`src/rtl/rtc_pkg.sv`:
```
package rtc_pkg;
  typedef logic [7:0] bcd_t;

  localparam int NF      = 8;
  localparam int F_SEC   = 0;
  localparam int F_MIN   = 1;
  localparam int F_HOUR  = 2;
  localparam int F_DOW   = 3;
  localparam int F_DATE  = 4;
  localparam int F_MONTH = 5;
  localparam int F_YEAR  = 6;
  localparam int F_CENT  = 7;

  // value used at reset and after a wrap
  localparam bcd_t FLOOR_TBL [NF] = '{8'h00, 8'h00, 8'h00, 8'h01,
                                      8'h01, 8'h01, 8'h00, 8'h00};
  // maximum of each field; the date entry is replaced at run time
  localparam bcd_t LAST_TBL  [NF] = '{8'h59, 8'h59, 8'h23, 8'h07,
                                      8'h31, 8'h12, 8'h99, 8'h39};

  // divisibility of a two-digit BCD value by 4: 10*t + o is a multiple of 4
  // exactly when 2*t + o is
  function automatic logic leap_bcd(bcd_t yr);
    logic [3:0] ones;
    ones = yr[3:0];
    if (yr[4]) return (ones == 4'd2) || (ones == 4'd6);
    else       return (ones == 4'd0) || (ones == 4'd4) || (ones == 4'd8);
  endfunction

  function automatic bcd_t month_last(bcd_t mon, bcd_t yr);
    bcd_t r;
    case (mon)
      8'h02:                      r = leap_bcd(yr) ? 8'h29 : 8'h28;
      8'h04, 8'h06, 8'h09, 8'h11: r = 8'h30;
      default:                    r = 8'h31;
    endcase
    return r;
  endfunction
endpackage

```
`src/rtl/rtc_prescaler.sv`:
```
module rtc_prescaler #(
  parameter int PRE_W = 15,
  parameter int TAP   = 5
) (
  input  logic clk,
  input  logic rst,
  input  logic osc_en,
  input  logic halt,
  input  logic clear,
  output logic tick,
  output logic sq
);
  localparam logic [PRE_W-1:0] CNT_MAX = '1;

  logic [PRE_W-1:0] cnt;

  always_ff @(posedge clk) begin
    if (rst)                  cnt <= '0;
    else if (clear)           cnt <= '0;
    else if (osc_en && !halt) cnt <= cnt + 1'b1;
  end

  assign tick = osc_en && !halt && (cnt == CNT_MAX);
  assign sq   = cnt[TAP];
endmodule

```
`src/rtl/rtc_bcd_field.sv`:
```
module rtc_bcd_field
  import rtc_pkg::*;
#(
  parameter bcd_t FLOOR = 8'h00
) (
  input  logic clk,
  input  logic rst,
  input  logic load,
  input  bcd_t ld_val,
  input  logic step,
  input  bcd_t last,
  output bcd_t val,
  output logic wrap
);
  bcd_t inc;

  always_comb begin
    if (val[3:0] == 4'd9) inc = {val[7:4] + 4'd1, 4'd0};
    else                  inc = {val[7:4], val[3:0] + 4'd1};
  end

  assign wrap = step && (val == last);

  always_ff @(posedge clk) begin
    if (rst)       val <= FLOOR;
    else if (load) val <= ld_val;
    else if (step) val <= (val == last) ? FLOOR : inc;
  end
endmodule

```
`src/rtl/bcd_rtc_core.sv`:
```
module bcd_rtc_core
  import rtc_pkg::*;
#(
  parameter int PRE_W = 15
) (
  input  logic       clk,
  input  logic       rst,
  input  logic       osc_en,
  input  logic       osc_stop,
  input  logic       freq_test,
  input  logic       load,
  input  logic [7:0] ld_sec,
  input  logic [7:0] ld_min,
  input  logic [7:0] ld_hour,
  input  logic [7:0] ld_dow,
  input  logic [7:0] ld_date,
  input  logic [7:0] ld_month,
  input  logic [7:0] ld_year,
  input  logic [7:0] ld_cent,
  output logic [7:0] sec_o,
  output logic [7:0] min_o,
  output logic [7:0] hour_o,
  output logic [7:0] dow_o,
  output logic [7:0] date_o,
  output logic [7:0] month_o,
  output logic [7:0] year_o,
  output logic [7:0] cent_o
);
  // prescaler bit that toggles at 1/64 of the enable rate (512 Hz at 32768 Hz);
  // PRE_W must be at least 10
  localparam int TAP = PRE_W - 10;

  logic                tick;
  logic                sq;
  logic [NF-1:0]       step;
  logic [NF-1:0]       wrap;
  logic [NF-1:0][7:0]  fval;
  logic [NF-1:0][7:0]  last;
  logic [NF-1:0][7:0]  ld_arr;
  logic [7:0]          sec_true;

  rtc_prescaler #(.PRE_W(PRE_W), .TAP(TAP)) u_pre (
    .clk    (clk),
    .rst    (rst),
    .osc_en (osc_en),
    .halt   (osc_stop),
    .clear  (load),
    .tick   (tick),
    .sq     (sq)
  );

  assign ld_arr = {ld_cent, ld_year, ld_month, ld_date,
                   ld_dow, ld_hour, ld_min, ld_sec};

  // carry routing: day of week and date both hang off the hour wrap
  assign step[F_SEC]   = tick;
  assign step[F_MIN]   = wrap[F_SEC];
  assign step[F_HOUR]  = wrap[F_MIN];
  assign step[F_DOW]   = wrap[F_HOUR];
  assign step[F_DATE]  = wrap[F_HOUR];
  assign step[F_MONTH] = wrap[F_DATE];
  assign step[F_YEAR]  = wrap[F_MONTH];
  assign step[F_CENT]  = wrap[F_YEAR];

  always_comb begin
    for (int i = 0; i < NF; i++) last[i] = LAST_TBL[i];
    last[F_DATE] = month_last(fval[F_MONTH], fval[F_YEAR]);
  end

  for (genvar i = 0; i < NF; i++) begin : g_fld
    rtc_bcd_field #(.FLOOR(FLOOR_TBL[i])) u_fld (
      .clk    (clk),
      .rst    (rst),
      .load   (load),
      .ld_val (ld_arr[i]),
      .step   (step[i]),
      .last   (last[i]),
      .val    (fval[i]),
      .wrap   (wrap[i])
    );
  end

  assign sec_true = fval[F_SEC];
  assign sec_o    = {sec_true[7:1], (freq_test && !osc_stop) ? sq : sec_true[0]};
  assign min_o    = fval[F_MIN];
  assign hour_o   = fval[F_HOUR];
  assign dow_o    = fval[F_DOW];
  assign date_o   = fval[F_DATE];
  assign month_o  = fval[F_MONTH];
  assign year_o   = fval[F_YEAR];
  assign cent_o   = fval[F_CENT];
endmodule

```
`config.mk`:
```
export PLATFORM = sky130hd
export DESIGN_NAME = bcd_rtc_core
export DESIGN_NICKNAME = d
export VERILOG_FILES = /design/src/rtl/rtc_pkg.sv /design/src/rtl/rtc_prescaler.sv /design/src/rtl/rtc_bcd_field.sv /design/src/rtl/bcd_rtc_core.sv
export SDC_FILE = /design/constraint.sdc
export NUM_CORES = 1
export LEC_CHECK = 0
export ABC_AREA = 1
export BUFFER_PORTS_ARGS = -buffer_cell sky130_fd_sc_hd__clkbuf_2
export CAP_MARGIN = 10
export CORE_MARGIN = 2
export CORE_UTILIZATION = 39
export CTS_CLUSTER_DIAMETER = 50
export DETAILED_ROUTE_END_ITERATION = 10
export PLACE_DENSITY = 0.59
export SYNTH_ARGS = -nofsm -noshare
export SYNTH_HDL_FRONTEND = slang
export SYNTH_HIERARCHICAL = 1
export SYNTH_SLANG_ARGS = --single-unit
```
`constraint.sdc`:
```
create_clock -name clk -period 4.2 [get_ports clk]
set_clock_uncertainty 0.05 [all_clocks]
set_input_delay 0.42 -clock clk [delete_from_list [all_inputs] [get_ports clk]]
set_output_delay 0.42 -clock clk [all_outputs]
set_load 0.02 [all_outputs]
```
# --- Word-level counts from Yosys, hierarchy flattened ---
# Cells that the tools add are included.
totals:
  register_bits: 79
  out_inout_bits: 64
  wordCells: 136
  inputBits: 70
classes:
  muxes: 37
  reduce_logical: 39
  eq_ne: 26
  add_sub_neg: 17
op_table:
  columns: ["cell", "count"]
  rows:
  - ["$mux 8", 32]
  - ["$add 4x1->4 const B", 16]
  - ["$eq 4x4->1 const B", 9]
  - ["$eq 8x3->1 const B", 3]
  - ["$reduce_bool 3->1", 8]
  - ["$eq 8x5->1 const B", 2]
  - ["$eq 8x6->1 const B", 2]
  - ["$eq 8x7->1 const B", 2]
  - ["$reduce_and 2->1", 8]
  - ["$add 15x1->15 const B", 1]
  - ["$eq 15x15->1 const B", 1]
  - ["$reduce_bool 2->1", 7]
  - ["$pmux 5 s2", 1]
  - ["$logic_and 1x1->1", 9]
  - ["$eq 4x3->1 const B", 2]
  - ["$eq 8x2->1 const B", 1]
  - ["$eq 8x4->1 const B", 1]
  - ["$eq 8x6->1", 1]
  - ["$eq 8x8->1 const B", 1]
  - ["$eq 4x2->1 const B", 1]
  - ["$logic_not 4->1", 1]
  - ["$mux 1", 4]
  - ["$reduce_or 4->1", 1]
  - ["$logic_or 1x1->1", 3]
  - ["2 further kinds", 2]

# --- Longest topological paths before layout ---
depth:
  ltp_word: 13
  depth_mapped: 23
  ltp_nobuf: 23

# --- Hierarchy ---
# The synthesis kept the hierarchy.
modules_own_cells:
  columns: ["mod", "area_per_inst_um2", "cells_per_inst", "instances", "seq_area_each_um2"]
  rows:
  - ["rtc_bcd_field at g_fld[0].u_fld ...", 660.6, 106, 5, 160.2]
  - ["rtc_bcd_field at g_fld[3].u_fld ...", 666.9, 108, 3, 160.2]
  - ["rtc_prescaler", 837.1, 129, 1, 300.3]
  - ["bcd_rtc_core", 163.9, 38, 1, 0.0]

# --- Worst setup path before layout ---
# OpenSTA, ideal clock, no wires.
synth_timing:
  path_type: "register -> register"
  start: "reg u_pre.cnt[0]"
  end: "reg g_fld[7].u_fld.val[4]"
  required_time_ns: 4.036
  slack_ns: 0.823
  stages_incl_launch_ff: 23
  setup_time_ns: 0.114
  arrival_ns: 3.213
  n_path_buf: 0
  period_less_slack_ns: 3.377
  cell_sequence: "dfxtp_1 > ha_1 > nand3_1 > nor2_2 > nand4_1 > nor2_1 > inv_1 > nor2_1 > inv_1 > nor2_1 > inv_1 > nor2_1 > inv_1 > nor2_1 > inv_1 > nor2_1 > inv_1 > nor2_1 > nor2_1 > inv_1 > nand2_4 > nor2_1 > nor2_2"
synth_via:
  elab_chain_cells: 10
synth_rtl:
  columns: ["item", "line", "source"]
  rows:
  - ["start: declaration", "rtc_prescaler.sv:15", "logic [PRE_W-1:0] cnt;"]
  - ["start signal: assignment", "rtc_prescaler.sv:20", "else if (osc_en && !halt) cnt <= cnt + 1'b1;"]
  - ["$eq 15x15->1", "rtc_prescaler.sv:23", "assign tick = osc_en && !halt && (cnt == CNT_MAX);"]
  - ["$logic_and 1x1->1", "rtc_prescaler.sv:23", null]
  - ["via step[0]", "bcd_rtc_core.sv:35", "logic [NF-1:0] step;"]
  - ["$logic_and 1x1->1", "rtc_bcd_field.sv:22", "assign wrap = step && (val == last);"]
  - ["via step[1]", "bcd_rtc_core.sv:35", null]
  - ["$logic_and 1x1->1", "rtc_bcd_field.sv:22", null]
  - ["via step[2]", "bcd_rtc_core.sv:35", null]
  - ["$logic_and 1x1->1", "rtc_bcd_field.sv:22", null]
  - ["via step[3]", "bcd_rtc_core.sv:35", null]
  - ["$logic_and 1x1->1", "rtc_bcd_field.sv:22", null]
  - ["via step[5]", "bcd_rtc_core.sv:35", null]
  - ["$logic_and 1x1->1", "rtc_bcd_field.sv:22", null]
  - ["via step[6]", "bcd_rtc_core.sv:35", null]
  - ["$logic_and 1x1->1", "rtc_bcd_field.sv:22", null]
  - ["via step[7]", "bcd_rtc_core.sv:35", null]
  - ["$reduce_bool 2->1 (no source line)", null, null]
  - ["$reduce_and 2->1 (no source line)", null, null]
  - ["end signal: assignment", "rtc_bcd_field.sv:26", "else if (load) val <= ld_val;"]
  - ["end signal: assignment", "rtc_bcd_field.sv:27", "else if (step) val <= (val == last) ? FLOOR : inc;"]
  - ["end: declaration", "rtc_bcd_field.sv:12", "output bcd_t val,"]
# The timed path passes the listed nets, and every way through them passes these cells.
# A chain may end at the register's enable or synchronous reset.

# --- Final worst setup path ---
# Same ends and word-level chain as after synthesis.

==> run metrics <==
status=finished clean; Final HPWL DP=approximately 12 mm; Max Cap Viol=0; Worst setup EP type=flop; global-route wire length before repair=26.0 mm; Setup TNS=0 ps; vias in the first global route=approximately 5600; critical-path maximum fanout=8; Slew @ Worst Pin=938 ps; GRT overflow=0; post-route minimum period=~3700 ps; final net count=between 1000 and 1500; worst setup path start=u_pre/cnt[0]$_SDFFE_PP0P_; post-CTS sizing=0; synth warn=6; Area Growth Syn to Fin=24.3%; Syn Area/Cell=a little over 6 µm²; Leakage Power=around 4.1 nW; All-Layer GR Usage=between 10% and 20%; Worst-Skew Late Latency=around 350 ps; global-route met2 utilization=about a third; WL final=about 16 mm; fin. max-slew vios=0; CP Launch Type=flop; Via Count=~6400; Post-Syn Area=around 0.0063 mm²; Core Region=about 0.016 mm²; Global Route met1 Usage=about 25%; Diodes inserted=0; TritonCTS Buffers=9; Gate Count Post-Synth=a little over 1000; grt peak-use layer=met2; RSZ-0062 raised after global routing=no; Cell Count, Final, Fillers Out=approximately 1500; Initial Utilization=39.8%; crit path DAT=3860 ps; period utilization=around 87%; Die H=about 130 µm; initial antenna violation count=0; Ports=roughly 130; # hold bufs at CTS=0; Post-Place Worst Slack=449 ps; Final GP Congestion=around 0.8; Post-DP Area=around 0.0075 mm²; CTS clk-pin slew, worst paths=around 60 ps; Die W=about 130 µm; clock tree buffer depth=2; final design utilization=approximately half; CTS tree=built; Max Freq=between 0.2 and 0.3 GHz; setup violators final=0; critical path class=reg -> reg; reg-to-reg critical path startpoint=u_pre/cnt[0]$_SDFFE_PP0P_; maximum vdd drop=roughly 190 µV; HP Start=ld_month[1]; layout cell share with drive strength beyond 1=between 15 and 20%; post-DR wirelength/cell=10.8 µm; Slew headroom=approximately 37%; Placed Cells=approximately 1400; CTS H-tree depth=3; PD cells=277 mW/mm²; fin area=slightly below 0.008 mm²; I/O Buffers=133; Worst Hold Class=in -> reg; Post-CTS Repair Setup Buffers=0; vias per cell=roughly 4.4; pin count of the biggest net entering global routing=61; num rows=46; Post-DRT Antenna Nets=0; Starting DRT DRC Count=around 340; Die ar.=0.0172 mm²; # clock sinks=79; data required time of the worst path=around 4400 ps; number of detailed-route iterations in the first pass=4; final hold vios=0; Final WS setup=around 530 ps; met3 usage=about 3.2%; Root Driver=clkbuf_16; # DRC=0
[metrics by stage]
step                      total power, W  hold slack [ps]
after floorplan                  0.00124              387
after global placement           0.00139              410
after detailed placement         0.00139              419
after CTS                        0.00221              325
after global routing             0.00232              352
final                            0.00217              342
[critical path, cell delays in order, from the launching register on]
cell	delay [ps]
dfxtp_1	420
ha_1	220
nand3_1	130
nor2_2	180
nand4_1	90
nor2_1	130
inv_1	50
nor2_1	230
inv_1	70
nor2_1	250
inv_1	70
nor2_1	110
buf_4	160
inv_1	50
nor2_1	140
inv_1	70
nor2_2	210
inv_1	70
nor2_1	260
nor2_1	180
inv_1	160
nand2_4	90
nor2_1	130
nor2_2	50
[report_power, final]
part           switching (W)  internal [W]
clock network       0.000328      0.000473
logic               0.000298      0.000200
registers          0.0000788      0.000793
total               0.000705       0.00147
[area by class of cell]
class | count | area (µm²)
Multi-Input combinational cell | 881 | 4480
Clock buffer | 10 | 239
Inverter | 132 | 495
Timing Repair Buffer | 138 | 706
Clock inverter | 6 | 60.1
Tap cell | 216 | 270
Fill cell | 1714 | 8000
Sequential cell | 79 | 1580
[registers in the layout, indices dropped and copies added (netlist names)]
| signal | cells |
|---|---|
| g_fld.u_fld/val | 64 |
| u_pre/cnt | 15 |
[layer usage]
layer,vias to the layer above,routed length (µm)
li1,3528,-
met1,2750,7650
met2,126,7090
met3,14,766
met4,0,238
met5,-,0
[path summary, 6_finish.rpt]
path                                                            to  slack, ps  depth (start not counted)
worst max-delay path            g_fld[7].u_fld/val[4]$_SDFFE_PP0P_        530                         23
worst min-delay path            g_fld[5].u_fld/val[1]$_SDFFE_PP0P_        340                          3
worst min register to register          u_pre/cnt[13]$_SDFFE_PP0P_        420                          2
worst max register to register  g_fld[7].u_fld/val[4]$_SDFFE_PP0P_        530                         23
[placed cells by master, fill, tap and decap left out, types with 21 or more instances in the layout]
cell type    n
nand3_1     40
ha_1        25
nand2_1    323
clkbuf_2   132
xnor2_1     56
a21oi_1     39
nor2_1     170
a22oi_1     29
nor2_2      28
nand2_4     24
nand4_1     21
dfxtp_1     79
inv_1      122
conb_1      84
(Power assumes the default switching activity.)
